$ cat src/rtl/sc_tx_pkg.sv
`timescale 1ns/1ps
package sc_tx_pkg;
  localparam int unsigned CHAR_BITS = 8;
  localparam int unsigned HALF_MAX  = 2 * (CHAR_BITS + 2) + 8;
  localparam int unsigned HALF_W    = $clog2(HALF_MAX + 1);

  // frame positions in half-etu ticks after the start edge
  localparam logic [HALF_W-1:0] H_RELEASE  = HALF_W'(2 * (CHAR_BITS + 2));
  localparam logic [HALF_W-1:0] H_SAMPLE   = HALF_W'(2 * (CHAR_BITS + 2) + 1);
  localparam logic [HALF_W-1:0] H_END_FAST = HALF_W'(2 * (CHAR_BITS + 2) + 2);
  localparam logic [HALF_W-1:0] H_END_STD  = HALF_W'(2 * (CHAR_BITS + 2) + 5);
  localparam logic [HALF_W-1:0] H_RESEND   = HALF_W'(HALF_MAX);

  typedef enum logic {ST_IDLE, ST_SEND} tx_state_e;
endpackage

$ cat src/rtl/sc_tx_frame.sv
`timescale 1ns/1ps
module sc_tx_frame
  import sc_tx_pkg::*;
#(
  parameter int unsigned RETRY_W = 3
) (
  input  logic                 clk_i,
  input  logic                 rst_ni,
  input  logic                 half_etu_i,
  input  logic                 load_i,
  input  logic [CHAR_BITS-1:0] load_data_i,
  input  logic                 fast_end_i,
  input  logic [RETRY_W-1:0]   max_retry_i,
  input  logic                 line_i,
  output logic                 drv_low_o,
  output logic                 err_set_o,
  output logic                 done_o,
  output logic                 abort_o
);
  localparam int unsigned IDX_W = $clog2(CHAR_BITS + 1);

  tx_state_e            st_q;
  logic [HALF_W-1:0]    cnt_q;
  logic [CHAR_BITS-1:0] hold_q, shift_q;
  logic                 pend_q, drv_q, seen_q;
  logic [RETRY_W-1:0]   tries_q;

  logic [HALF_W-1:0]    nxt;
  logic [IDX_W-1:0]     bit_idx;
  logic [CHAR_BITS:0]   frame_bits;
  logic                 cur_bit, send_tick, end_ok, give_up;

  assign nxt        = cnt_q + 1'b1;
  assign bit_idx    = IDX_W'(nxt >> 1) - IDX_W'(1);
  assign frame_bits = {^shift_q, shift_q};
  assign cur_bit    = frame_bits[bit_idx];
  assign send_tick  = half_etu_i && (st_q == ST_SEND);
  assign end_ok     = send_tick && !seen_q && (nxt == (fast_end_i ? H_END_FAST : H_END_STD));
  assign give_up    = send_tick && seen_q && (nxt == H_RESEND) && (tries_q == max_retry_i);

  assign err_set_o  = send_tick && (nxt == H_SAMPLE) && !line_i;
  assign done_o     = end_ok || give_up;
  assign abort_o    = give_up;
  assign drv_low_o  = drv_q;

  always_ff @(posedge clk_i or negedge rst_ni) begin
    if (!rst_ni) begin
      st_q    <= ST_IDLE;
      cnt_q   <= '0;
      hold_q  <= '0;
      shift_q <= '0;
      pend_q  <= 1'b0;
      drv_q   <= 1'b0;
      seen_q  <= 1'b0;
      tries_q <= '0;
    end else begin
      if (load_i) begin
        hold_q <= load_data_i;
        pend_q <= 1'b1;
      end
      if (half_etu_i) begin
        case (st_q)
          ST_IDLE: if (pend_q) begin
            shift_q <= hold_q;
            pend_q  <= 1'b0;
            drv_q   <= 1'b1;
            cnt_q   <= '0;
            tries_q <= '0;
            seen_q  <= 1'b0;
            st_q    <= ST_SEND;
          end
          ST_SEND: begin
            cnt_q <= nxt;
            if (nxt < H_RELEASE && !nxt[0]) drv_q <= ~cur_bit;
            if (nxt == H_RELEASE) drv_q <= 1'b0;
            if (nxt == H_SAMPLE) seen_q <= ~line_i;
            if (end_ok) st_q <= ST_IDLE;
            if (nxt == H_RESEND && seen_q) begin
              if (tries_q == max_retry_i) begin
                st_q <= ST_IDLE;
              end else begin
                tries_q <= tries_q + 1'b1;
                drv_q   <= 1'b1;
                cnt_q   <= '0;
                seen_q  <= 1'b0;
              end
            end
          end
        endcase
      end
    end
  end
endmodule

$ cat src/rtl/sc_tx_flags.sv
`timescale 1ns/1ps
module sc_tx_flags (
  input  logic clk_i,
  input  logic rst_ni,
  input  logic accept_i,
  input  logic done_i,
  input  logic err_set_i,
  input  logic abort_i,
  input  logic clr_i,
  output logic tdre_o,
  output logic tend_o,
  output logic err_o,
  output logic exh_o
);
  always_ff @(posedge clk_i or negedge rst_ni) begin
    if (!rst_ni) begin
      tdre_o <= 1'b1;
      tend_o <= 1'b1;
      err_o  <= 1'b0;
      exh_o  <= 1'b0;
    end else begin
      if (accept_i) begin
        tdre_o <= 1'b0;
        tend_o <= 1'b0;
      end else if (done_i) begin
        tdre_o <= 1'b1;
        tend_o <= 1'b1;
      end
      // hardware set has priority over host clear
      if (err_set_i)  err_o <= 1'b1;
      else if (clr_i) err_o <= 1'b0;
      if (abort_i)    exh_o <= 1'b1;
      else if (clr_i) exh_o <= 1'b0;
    end
  end
endmodule

$ cat src/rtl/sc_tx.sv
`timescale 1ns/1ps
module sc_tx
  import sc_tx_pkg::*;
#(
  parameter int unsigned RETRY_W = 3
) (
  input  logic                 clk_i,
  input  logic                 rst_ni,
  input  logic                 half_etu_i,
  input  logic                 wr_i,
  input  logic [CHAR_BITS-1:0] wr_data_i,
  input  logic                 fast_end_i,
  input  logic                 tx_irq_en_i,
  input  logic                 err_irq_en_i,
  input  logic                 clr_err_i,
  input  logic [RETRY_W-1:0]   max_retry_i,
  input  logic                 line_i,
  output logic                 line_drv_low_o,
  output logic                 tdre_o,
  output logic                 tend_o,
  output logic                 err_o,
  output logic                 retry_exh_o,
  output logic                 tx_irq_o,
  output logic                 err_irq_o
);
  logic accept, err_set, done, abort;

  assign accept = wr_i && tdre_o;

  sc_tx_frame #(.RETRY_W(RETRY_W)) u_frame (
    .clk_i      (clk_i),
    .rst_ni     (rst_ni),
    .half_etu_i (half_etu_i),
    .load_i     (accept),
    .load_data_i(wr_data_i),
    .fast_end_i (fast_end_i),
    .max_retry_i(max_retry_i),
    .line_i     (line_i),
    .drv_low_o  (line_drv_low_o),
    .err_set_o  (err_set),
    .done_o     (done),
    .abort_o    (abort)
  );

  sc_tx_flags u_flags (
    .clk_i    (clk_i),
    .rst_ni   (rst_ni),
    .accept_i (accept),
    .done_i   (done),
    .err_set_i(err_set),
    .abort_i  (abort),
    .clr_i    (clr_err_i),
    .tdre_o   (tdre_o),
    .tend_o   (tend_o),
    .err_o    (err_o),
    .exh_o    (retry_exh_o)
  );

  assign tx_irq_o  = tend_o && tx_irq_en_i;
  assign err_irq_o = err_o && err_irq_en_i;
endmodule

$ cat config.mk
export PLATFORM = sky130hd
export DESIGN_NAME = sc_tx
export DESIGN_NICKNAME = d
export VERILOG_FILES = /design/src/rtl/sc_tx_pkg.sv /design/src/rtl/sc_tx_frame.sv /design/src/rtl/sc_tx_flags.sv /design/src/rtl/sc_tx.sv
export SDC_FILE = /design/constraint.sdc
export NUM_CORES = 1
export LEC_CHECK = 0
export CAP_MARGIN = 5
export CORE_MARGIN = 2
export CORE_UTILIZATION = 45
export CTS_CLUSTER_SIZE = 30
export DETAILED_ROUTE_END_ITERATION = 10
export DONT_BUFFER_PORTS = 1
export GPL_TIMING_DRIVEN = 0
export SYNTH_ARGS = -nofsm -noshare
export SYNTH_HDL_FRONTEND = slang
export SYNTH_SLANG_ARGS = --single-unit
$ cat constraint.sdc
create_clock -name clk_i -period 2.7 [get_ports clk_i]
set_clock_uncertainty 0.15 [all_clocks]
set_input_delay 0.135 -clock clk_i [delete_from_list [all_inputs] [get_ports clk_i]]
set_output_delay 0.135 -clock clk_i [all_outputs]
set_load 0.02 [all_outputs]
==> results.json, run 1 <==
{
  "status": "finished clean",
  "ys.flop_type": "dfrtp_1",
  "clock_latency_ns": 0.28,
  "holdWs_ns": 0.0961,
  "dp.cells": 208,
  "synth_nets": 185,
  "slew_headroom_pct": 58.9,
  "reg2reg_to": "u_frame.drv_low_o$_DFFE_PN0P_",
  "io_buffers": 0,
  "grt_first_pass_wirelength_mm": 5.87,
  "drt_iter0_markers": 85,
  "routed_wl_mm": 3.39,
  "synth.area.top_cells": "dfrtp_1 (43%), mux2_2 (10%), xnor2_1 (5.5%)",
  "cp_max_fo": 9,
  "busiest_layer": "met2",
  "syn_avg_cell_area_sq_um": 11.0,
  "slew_viol_final": 0,
  "antennaDiodeCount": 0,
  "dieArea_sq_mm": 0.00443,
  "async_flop_share_pct": 100,
  "critPathCapture": "u_frame.drv_low_o$_DFFE_PN0P_",
  "cts_setup_buffers": 0,
  "worst_pin_slew_ns": 0.613,
  "fin_tns_setup_ns": 0,
  "vias_per_cell": 5.55,
  "period_minus_slack_ns": 2.47,
  "clk_pin_slew_ns": 0.07,
  "synth.ff_latch_count": 31,
  "htree_num_levels": 2,
  "met2_usage_pct": 29.0,
  "grt_antenna_before_repair": 0,
  "setup_violations": 0,
  "drt_pass1_iterations": 4,
  "critPathKind": "flip-flop to flip-flop",
  "ff2ff_setup_slack_ns": 0.23,
  "cts_buffers": 5,
  "groute.usage.overall_pct": 18.0,
  "num_rows": 22,
  "cp_data_arrival_time_ns": 2.52,
  "ys_seq_area_share_pct": 44.1,
  "wl_per_cell_um": 14.8,
  "power.density_mw_per_mm2": 435,
  "fin_crit_sh_pct": 91.6,
  "yosysWarnings": 0,
  "core-area_sq_mm": 0.00372,
  "synthCells": 160,
  "cts_tree": "built",
  "hold_viol_final": 0,
  "yosys.cell_types.count": 46,
  "area_delta_synth_final_pct": 17.7,
  "synth_edf_count": 0,
  "groute.layer.met1.usage_pct": 22.7,
  "die_w_um": 66.6,
  "endpoint_kind": "flip-flop",
  "vias": 1272,
  "finish.utilization_pct": 55.9,
  "initial_core_util_pct": 47.4,
  "dp_hpwl_mm": 2.42,
  "clockBufferDepth": 2,
  "grt_setup_unrepaired": "no",
  "fp.dieH_um": 66.6,
  "netlist_area_sq_mm": 0.00176,
  "gp_congestion": 0.861,
  "root_buffer": "clkbuf_8",
  "clkSinkCount": 31,
  "yosysMostFrequentCell": "dfrtp_1",
  "peakVddDrop_v": 0.000291,
  "grt_overflow_total": 0,
  "fin_cells": 229,
  "cap_violations": 0,
  "critPathLaunchType": "flip-flop",
  "io_pins": 27,
  "synth_top_area_share_pct": 42.6,
  "timing.rr.start": "u_frame.cnt_q[0]$_DFFE_PN0P_",
  "crit_path_start": "u_frame.cnt_q[0]$_DFFE_PN0P_",
  "grt_pass1_vias": 1265,
  "grt_max_degree": 32,
  "synth_common_cells": "dfrtp_1 (30), mux2_2 (16), nand2_1 (13)",
  "clock.fmax_mhz": 405,
  "hold_path.class": "input pin to flip-flop",
  "p_leak_nw": 0.944,
  "drive_above_1_share_pct": 26.5,
  "postRouteAntennaNets": 0,
  "fin_nets": 205,
  "met3_usage_pct": 5.24,
  "p_total_mw": 0.903,
  "reg2reg_depth": 10,
  "yosys.area.top_type": "dfrtp_1",
  "cp_data_required_time_ns": 2.75,
  "drc_errors": 0
}
## area by class of cell
class                   count  area, sq um
multi-input cells         115          918
clock buffers               7         96.3
flip-flops and latches     31          778
clock inverters             1         7.51
plain buffers               6         45.0
well taps                  48         60.1
repair buffers             13          140
fillers                   355         1640
inverters                   8         30.0
## where the power goes
group	internal, mW	total [mW]	switching (mW)
Clock	0.232	0.407	0.175
Combinational	0.0170	0.0317	0.0148
Sequential	0.464	0.464	0.0000000000000000692
## how the worst min path moves through the flow
stage / start / to / slack (ns) / cells after the start
after floorplan: rst_ni / u_flags.err_o$_DFFE_PN0P_ / -0.31 / 0
after global placement: rst_ni / u_frame.cnt_q[2]$_DFFE_PN0P_ / -0.31 / 0
after detailed placement: rst_ni / u_frame.cnt_q[2]$_DFFE_PN0P_ / -0.31 / 0
after CTS: half_etu_i / u_frame.tries_q[1]$_DFFE_PN0P_ / 0.07 / 3
after global routing: half_etu_i / u_frame.tries_q[1]$_DFFE_PN0P_ / 0.11 / 3
final: half_etu_i / u_frame.tries_q[1]$_DFFE_PN0P_ / 0.1 / 3
## worst max-delay path: stages (launching register included)
cell and delay (ns):
dfrtp_1 0.39, buf_4 0.19, inv_1 0.05, ha_1 0.26, clkbuf_4 0.19, inv_1 0.08, ha_1 0.33, mux4_2 0.30
mux2i_1 0.17, mux2i_1 0.12, o211ai_1 0.16
## repair_timing
item | CTS | global route
hold buffers | 13 | 0
resized for setup | 0 | 5
endpoints found under the hold margin | 43 | 0
setup endpoints to repair | 0 | 1
## state kept, by name, summed over array words and instances (netlist names)
name,count
u_frame.seen_q,1
u_flags.tdre_o,1
u_frame.cnt_q,5
u_flags.err_o,1
u_frame.hold_q,8
u_flags.exh_o,1
u_frame.pend_q,1
u_frame.st_q,1
u_frame.drv_low_o,1
u_frame.tries_q,3
u_frame.shift_q,8
## layer usage
layer / routed length, um / up-vias
li1: - / 609
met1: 1470 / 624
met2: 1690 / 32
met3: 177 / 7
met4: 51 / 0
met5: 0 / -
## metrics by stage
stage | worst slack [ns] | instance area [sq um]
2_1_floorplan | 0.449 | 1760
3_3_place_gp | 0.209 | 1820
3_5_place_dp | 0.149 | 1820
4_1_cts | 0.132 | 2070
5_1_grt | 0.00163 | 2080
6_report | 0.228 | 2080
## logic make-up after synthesis
kind of cell               count (synthesis)  share of synthesized area, %
and+or+nand+nor                           43                          13.6
adders and majority gates                  5                          3.55
DFF                                       31                          44.1
muxes                                     20                          13.9
buffers and inverters                     14                          3.97
xor gates and xnor gates                  16                          8.80
AOI/OAI and AO/OA                         31                          12.1
## placed cells by master, fill, tap and decap left out, drive strengths merged, types with 2 or more instances in the layout
cell         Yosys  final
a21oi            5      5
a31o             2      2
a31oi            2      2
and2             2      2
buf              5      5
clkbuf           1      9
dfrtp           30     30
dlygate4sd3      0     12
ha               5      5
inv              8      8
mux2            16     16
mux2i            2      2
mux4             2      2
nand2           14     14
nand3            8      8
nand4            5      5
nor2             5      5
nor3             2      2
o211ai           2      2
o21ai           11     11
or3              3      3
xnor2           11     11
xor2             5      5
(Power assumes the default switching activity.)
==> run 2, diff against run 1 <==
--- a/config.mk
+++ b/config.mk
@@ -12,6 +12,8 @@
 export DETAILED_ROUTE_END_ITERATION = 10
 export DONT_BUFFER_PORTS = 1
 export GPL_TIMING_DRIVEN = 0
+export PLACE_DENSITY = 0.61
 export SYNTH_ARGS = -nofsm -noshare
 export SYNTH_HDL_FRONTEND = slang
+export SYNTH_HIERARCHICAL = 1
 export SYNTH_SLANG_ARGS = --single-unit
==> run 2 against run 1 <==
Against the previous run:
- core utilization is 4.1 points higher
- total power is 0.19% lower
- area after synthesis is 8.9% higher
- sequential power hardly changed
- via count is 15% higher
- critical path type unchanged
- highest routed layer unchanged
==> results.json, run 2 <==
{
  "place_ws_ns": -0.223,
  "clkSinkCount": 31,
  "synthCells": 173,
  "dp_hpwl_mm": 2.75,
  "final_cell_mix": "dfrtp_1 (28), mux2_2 (16), dlygate4sd3_1 (14), buf_4 (14), xnor2_1 (13)",
  "cp_data_required_time_ns": 2.72,
  "p_leak_nw": 1.10,
  "core-area_sq_mm": 0.00406,
  "status": "finished clean",
  "final_common_cell": "dfrtp_1",
  "vias_per_cell": 5.65,
  "synth_nets": 198,
  "fin_crit_sh_pct": 99.1,
  "crit_slowest_cell": "dfrtp_2",
  "critPathKind": "flip-flop to flip-flop",
  "wl_per_cell_um": 16.0,
  "grt_setup_unrepaired": "yes",
  "root_buffer": "clkbuf_8",
  "finalWorstSetupSlack_ns": 0.0241,
  "hold_viol_final": 0,
  "gp_congestion": 0.899,
  "critPathLaunchType": "flip-flop",
  "cpMostUsedCell": "ha_4",
  "yosysWarnings": 6,
  "drt_pass1_iterations": 4,
  "peakVddDrop_v": 0.000378,
  "drive_above_1_share_pct": 34.0,
  "cts_tree": "built",
  "dieArea_sq_mm": 0.00481,
  "grt_max_degree": 32,
  "grt_pass1_vias": 1489,
  "synth_common_cells": "dfrtp_1 (30), mux2_2 (16), xnor2_1 (14)",
  "async_flop_share_pct": 100,
  "vias": 1463,
  "grt_overflow_total": 0,
  "htree_num_levels": 2,
  "yosys.area.top_type": "dfrtp_1",
  "setup_violations": 0,
  "synth.ff_latch_count": 31,
  "num_rows": 23,
  "postLayoutCellArea_sq_mm": 0.00243,
  "hold_path.class": "input pin to flip-flop",
  "yosysMostFrequentCell": "dfrtp_1",
  "cp_data_arrival_time_ns": 2.70,
  "slew_headroom_pct": 66.1,
  "drt_iter0_markers": 120,
  "slew_viol_final": 0,
  "period_minus_slack_ns": 2.68,
  "routed_wl_mm": 4.15,
  "ys_seq_area_share_pct": 40.5,
  "groute.usage.overall_pct": 17.9,
  "reg2reg_depth": 9,
  "io_buffers": 0,
  "io_pins": 27,
  "crit_chain": "ha_4 > buf_6 > xnor2_4 > ha_4 > mux4_2 > or3b_1 > o41a_1 > a221o_1 > a22o_1",
  "postRouteAntennaNets": 0,
  "clock.fmax_mhz": 374,
  "die_w_um": 69.3,
  "endpoint_kind": "flip-flop",
  "worst_pin_slew_ns": 0.508,
  "yosys.cell_types.count": 53,
  "fin_tns_setup_ns": 0,
  "dp.cells": 223,
  "synth_top_area_share_pct": 39.1,
  "fin_nets": 233,
  "whs_path_depth": 2,
  "netlist_area_sq_mm": 0.00192,
  "cts_buffers": 5,
  "initial_core_util_pct": 47.3,
  "cp_max_fo": 6,
  "antennaDiodeCount": 0,
  "clockBufferDepth": 2,
  "grt_antenna_before_repair": 0,
  "fp.dieH_um": 69.3,
  "cap_violations": 0,
  "slowest_delay_ns": 0.45,
  "synth_edf_count": 0,
  "drc_errors": 0,
  "power.density_mw_per_mm2": 371,
  "ys.flop_type": "dfrtp_1",
  "reg.largest.list": "u_frame/hold_q (8), u_frame/shift_q (8), u_frame/cnt_q (5)",
  "area_delta_synth_final_pct": 26.6,
  "grt_first_pass_wirelength_mm": 6.89,
  "clk_pin_slew_ns": 0.07,
  "finish.utilization_pct": 59.9,
  "syn_avg_cell_area_sq_um": 11.1,
  "placed_area_sq_mm": 0.00200,
  "p_total_mw": 0.901,
  "holdWs_ns": 0.0254,
  "clock_latency_ns": 0.28,
  "synth.area.top_cells": "dfrtp_1 (39%), mux2_2 (9.4%), xnor2_1 (6.4%)",
  "fin_cells": 259
}
-- run 2: repair_timing --
| action | CTS | global route |
|---|---|---|
| hold endpoints to repair | 44 | 0 |
| pin swaps | 1 | 7 |
| hold buffers | 15 | 0 |
| gates resized for setup | 4 | 11 |
| buffers inserted | 7 | 7 |
| gates cloned | 0 | 0 |
| endpoints found under the setup margin | 1 | 1 |
-- run 2: kinds of logic after synthesis --
kind of cell	after synthesis	synth area share, %
adder cells (fa/ha/maj)	5	3.26
XOR/XNOR	16	8.08
AND/OR/NAND/NOR	51	14.8
AO/OA/AOI/OAI	35	14.3
buffers and inverters	16	5.60
multiplexers	19	13.5
flip-flops	31	40.5
-- run 2: power by group --
| group | switching (mW) | total [mW] | internal, mW | leakage (nW) |
|---|---|---|---|---|
| Sequential | 0 | 0.464 | 0.464 | 0.422 |
| Combinational | 0.0135 | 0.0310 | 0.0175 | 0.623 |
| Clock | 0.174 | 0.406 | 0.232 | 0.0505 |
-- run 2: path summary, 6_finish.rpt --
check / startpoint / end / slack (ns)
max in group asynchronous: rst_ni / u_flags/tend_o$_DFFE_PN1P_ / 2.01
hold reg to reg: u_frame/hold_q[7]$_DFFE_PN0P_ / u_frame/hold_q[7]$_DFFE_PN0P_ / 0.35
setup / recovery: u_frame/cnt_q[0]$_DFFE_PN0P_ / u_frame/drv_low_o$_DFFE_PN0P_ / 0.02
setup reg to reg: u_frame/cnt_q[0]$_DFFE_PN0P_ / u_frame/drv_low_o$_DFFE_PN0P_ / 0.02
min in group asynchronous: rst_ni / u_frame/drv_low_o$_DFFE_PN0P_ / 0.14
hold / removal: half_etu_i / u_frame/tries_q[1]$_DFFE_PN0P_ / 0.03
-- run 2: layer usage --
metal  vias to the layer above  part of all wire [%]  track usage [%]  wire length, um
met5                         -                     0                0                0
met4                         0                  0.96             5.23               40
met3                         5                   3.9             5.23              160
met2                        26                    52             30.1             2180
met1                       729                    43             22.4             1770
li1                        703                     -                -                -
-- run 2: critical path, delay by kind of cell (launching register included) --
family / cells / cell delay (ns)
muxes: 1 / 0.31
buffers and inverters: 1 / 0.13
DFF: 1 / 0.45
xor gates and xnor gates: 1 / 0.14
AOI/OAI and AO/OA: 3 / 0.68
adders and majority gates: 2 / 0.36
and+or+nand+nor: 1 / 0.35
-- run 2: cell type report --
| type | count | area [sq um] |
|---|---|---|
| buffer | 7 | 67.6 |
| fill | 337 | 1630 |
| tap | 50 | 62.6 |
| sequential | 31 | 779 |
| multi-input combinational | 126 | 1120 |
| clock buffer | 7 | 96.3 |
| inverter | 8 | 32.5 |
| timing repair buffer | 29 | 269 |
| clock inverter | 1 | 7.51 |
==> run 3, diff against run 2 <==
--- a/config.mk
+++ b/config.mk
@@ -7,12 +7,12 @@
 export LEC_CHECK = 0
 export CAP_MARGIN = 5
 export CORE_MARGIN = 2
-export CORE_UTILIZATION = 45
+export CORE_UTILIZATION = 63
 export CTS_CLUSTER_SIZE = 30
 export DETAILED_ROUTE_END_ITERATION = 10
 export DONT_BUFFER_PORTS = 1
 export GPL_TIMING_DRIVEN = 0
-export PLACE_DENSITY = 0.61
+export PLACE_DENSITY = 0.78
 export SYNTH_ARGS = -nofsm -noshare
 export SYNTH_HDL_FRONTEND = slang
 export SYNTH_HIERARCHICAL = 1
==> run 3 against run 2 <==
Against the previous run:
- global-route usage rose by 6.5 points
- register-to-register slack improved by 0.02 ns
- total power fell by 2.1%
- combinational power barely moved
- die area decreased by 27%
- largest power group unchanged
- first-iteration DRC count fell by 48%
- worst setup slack improved by 0.017 ns
- critical endpoint unchanged
==> results.json, run 3 (synthesized netlist as in run 2, its figures left out) <==
{
  "critPathLaunchType": "flip-flop",
  "fp.dieH_um": 59.2,
  "cts_tree": "built",
  "clockBufferDepth": 2,
  "routed_wl_mm": 3.95,
  "fillers": 188,
  "finalWorstSetupSlack_ns": 0.0407,
  "reg2reg_depth": 9,
  "die_w_um": 59.2,
  "pwr-share-clk_pct": 43.9,
  "final_cell_mix": "dfrtp_1 (28), mux2_2 (16), dlygate4sd3_1 (14)",
  "p_int_mw": 0.700,
  "num_rows": 20,
  "worst-path-stages": 9,
  "power.density_mw_per_mm2": 372,
  "fin_crit_sh_pct": 98.5,
  "io_pins": 27,
  "grt_max_degree": 32,
  "clock_latency_ns": 0.35,
  "critPathCapture": "u_frame/drv_low_o$_DFFE_PN0P_",
  "dp.cells": 206,
  "critPathBufInv": 1,
  "cp_max_fo": 6,
  "min_from": "half_etu_i",
  "drc_errors": 0,
  "drive_above_1_share_pct": 33.8,
  "setup_violations": 0,
  "period_minus_slack_ns": 2.66,
  "slew_headroom_pct": 66.7,
  "area_delta_synth_final_pct": 23.5,
  "reg2reg_to": "u_frame/drv_low_o$_DFFE_PN0P_",
  "final_common_cell": "dfrtp_1",
  "cp_data_required_time_ns": 2.80,
  "endpoint_kind": "flip-flop",
  "slew_viol_final": 0,
  "wl_per_cell_um": 16.5,
  "seq_power_share_pct": 52.6,
  "status": "finished clean",
  "fin_nets": 231,
  "fin_cells": 240,
  "clkSinkCount": 31,
  "antennaDiodeCount": 0,
  "clk_pin_slew_ns": 0.11,
  "grt_first_pass_wirelength_mm": 6.33,
  "reg.largest.list": "u_frame/hold_q (8), u_frame/shift_q (8), u_frame/cnt_q (5)",
  "p_sw_share_pct": 20.7,
  "cts_buffers": 5,
  "clock.fmax_mhz": 376,
  "initial_core_util_pct": 64.5,
  "cp_top_family": "compound AO/OA/AOI/OAI gates",
  "cp_data_arrival_time_ns": 2.76,
  "comb_power_share_pct": 3.5,
  "peakVddDrop_v": 0.000292,
  "place_ws_ns": -0.231,
  "vias_per_cell": 6.27,
  "groute.usage.overall_pct": 24.4,
  "grt_pass1_vias": 1418,
  "critPathKind": "flip-flop to flip-flop",
  "cap_violations": 0,
  "timing.rr.start": "u_frame/cnt_q[0]$_DFFE_PN0P_",
  "crit_slowest_cell": "dfrtp_2",
  "p_total_mw": 0.883,
  "crit_path_start": "u_frame/cnt_q[0]$_DFFE_PN0P_",
  "hold_viol_final": 0,
  "power.switching_mw": 0.183,
  "crit_chain": "ha_2 > buf_6 > xnor2_4 > ha_4 > mux4_2 > or3b_4 > o41a_1 > a221o_1 > a22o_1",
  "drt_pass1_iterations": 4,
  "io_buffers": 0,
  "fin_tns_setup_ns": 0,
  "postRouteAntennaNets": 0,
  "drt_iter0_markers": 63,
  "ff2ff_setup_slack_ns": 0.04,
  "core-area_sq_mm": 0.00298,
  "gp_congestion": 0.848,
  "grt_antenna_before_repair": 0,
  "root_buffer": "clkbuf_4",
  "worst_pin_slew_ns": 0.500,
  "grt_setup_unrepaired": "yes",
  "slowest_delay_ns": 0.44,
  "htree_num_levels": 2,
  "p_leak_nw": 1.08,
  "vias": 1504,
  "grt_overflow_total": 0,
  "dp_hpwl_mm": 2.58,
  "hold_path.class": "input pin to flip-flop",
  "dieArea_sq_mm": 0.00351
}
==> run 3: worst min path at each step <==
stage	cells after the start	slack [ns]	endpoint
3_5_place_dp	0	-0.31	u_frame/cnt_q[2]$_DFFE_PN0P_
5_1_grt	2	0.03	u_frame/cnt_q[1]$_DFFE_PN0P_
4_1_cts	2	0.02	u_frame/cnt_q[1]$_DFFE_PN0P_
2_1_floorplan	0	-0.31	u_flags/err_o$_DFFE_PN0P_
3_3_place_gp	0	-0.31	u_frame/cnt_q[3]$_DFFE_PN0P_
6_report	2	0.03	u_frame/cnt_q[1]$_DFFE_PN0P_
==> run 3: final cells by class <==
type | instances | area, sq um | area share, %
Clock inverter | 2 | 35.0 | 1.48
Buffer | 8 | 78.8 | 3.32
Clock buffer | 6 | 51.3 | 2.16
Inverter | 8 | 35.0 | 1.48
Tap cell | 33 | 41.3 | 1.74
Sequential cell | 31 | 779 | 32.9
Timing Repair Buffer | 26 | 243 | 10.2
Multi-Input combinational cell | 126 | 1110 | 46.7
==> run 3: power groups by stage <==
stage                     Sequential (mW)  Clock [mW]  Combinational (mW)
after floorplan                     0.473           0             0.00328
after global placement              0.473           0             0.00359
after detailed placement            0.473           0             0.00380
after CTS                           0.464       0.392              0.0317
after global routing                0.464       0.412              0.0347
final                               0.464       0.388              0.0308
==> run 3: metal layers <==
layer	GRT usage, %	share of wire (%)	vias to the layer above
li1	-	-	699
met5	0	0	-
met1	30.4	40	737
met4	10.7	2.1	0
met2	39.6	52	55
met3	6.55	5.9	13
==> run 3: worst register-to-register path, stage by stage (launching register included) <==
cell	delay [ns]
dfrtp_2	0.44
ha_2	0.19
buf_6	0.13
xnor2_4	0.14
ha_4	0.18
mux4_2	0.33
or3b_4	0.37
o41a_1	0.13
a221o_1	0.33
a22o_1	0.18
==> run 3: timing repair <==
item | in CTS | in global routing
gates resized for setup | 4 | 12
endpoints found under the setup margin | 1 | 1
setup buffers | 4 | 7
hold buffers | 15 | 0
hold endpoints to repair | 49 | 0
pin swaps | 2 | 4
==> run 3: stage by stage <==
stage	cell area [sq um]	hold slack [ns]	utilization, %
3_3_place_gp	1980	-0.310	66.6
4_1_cts	2280	0.0154	76.5
5_1_grt	2370	0.0345	79.7
6_report	2370	0.0338	79.7
2_1_floorplan	1940	-0.311	-
3_5_place_dp	1980	-0.310	66.6
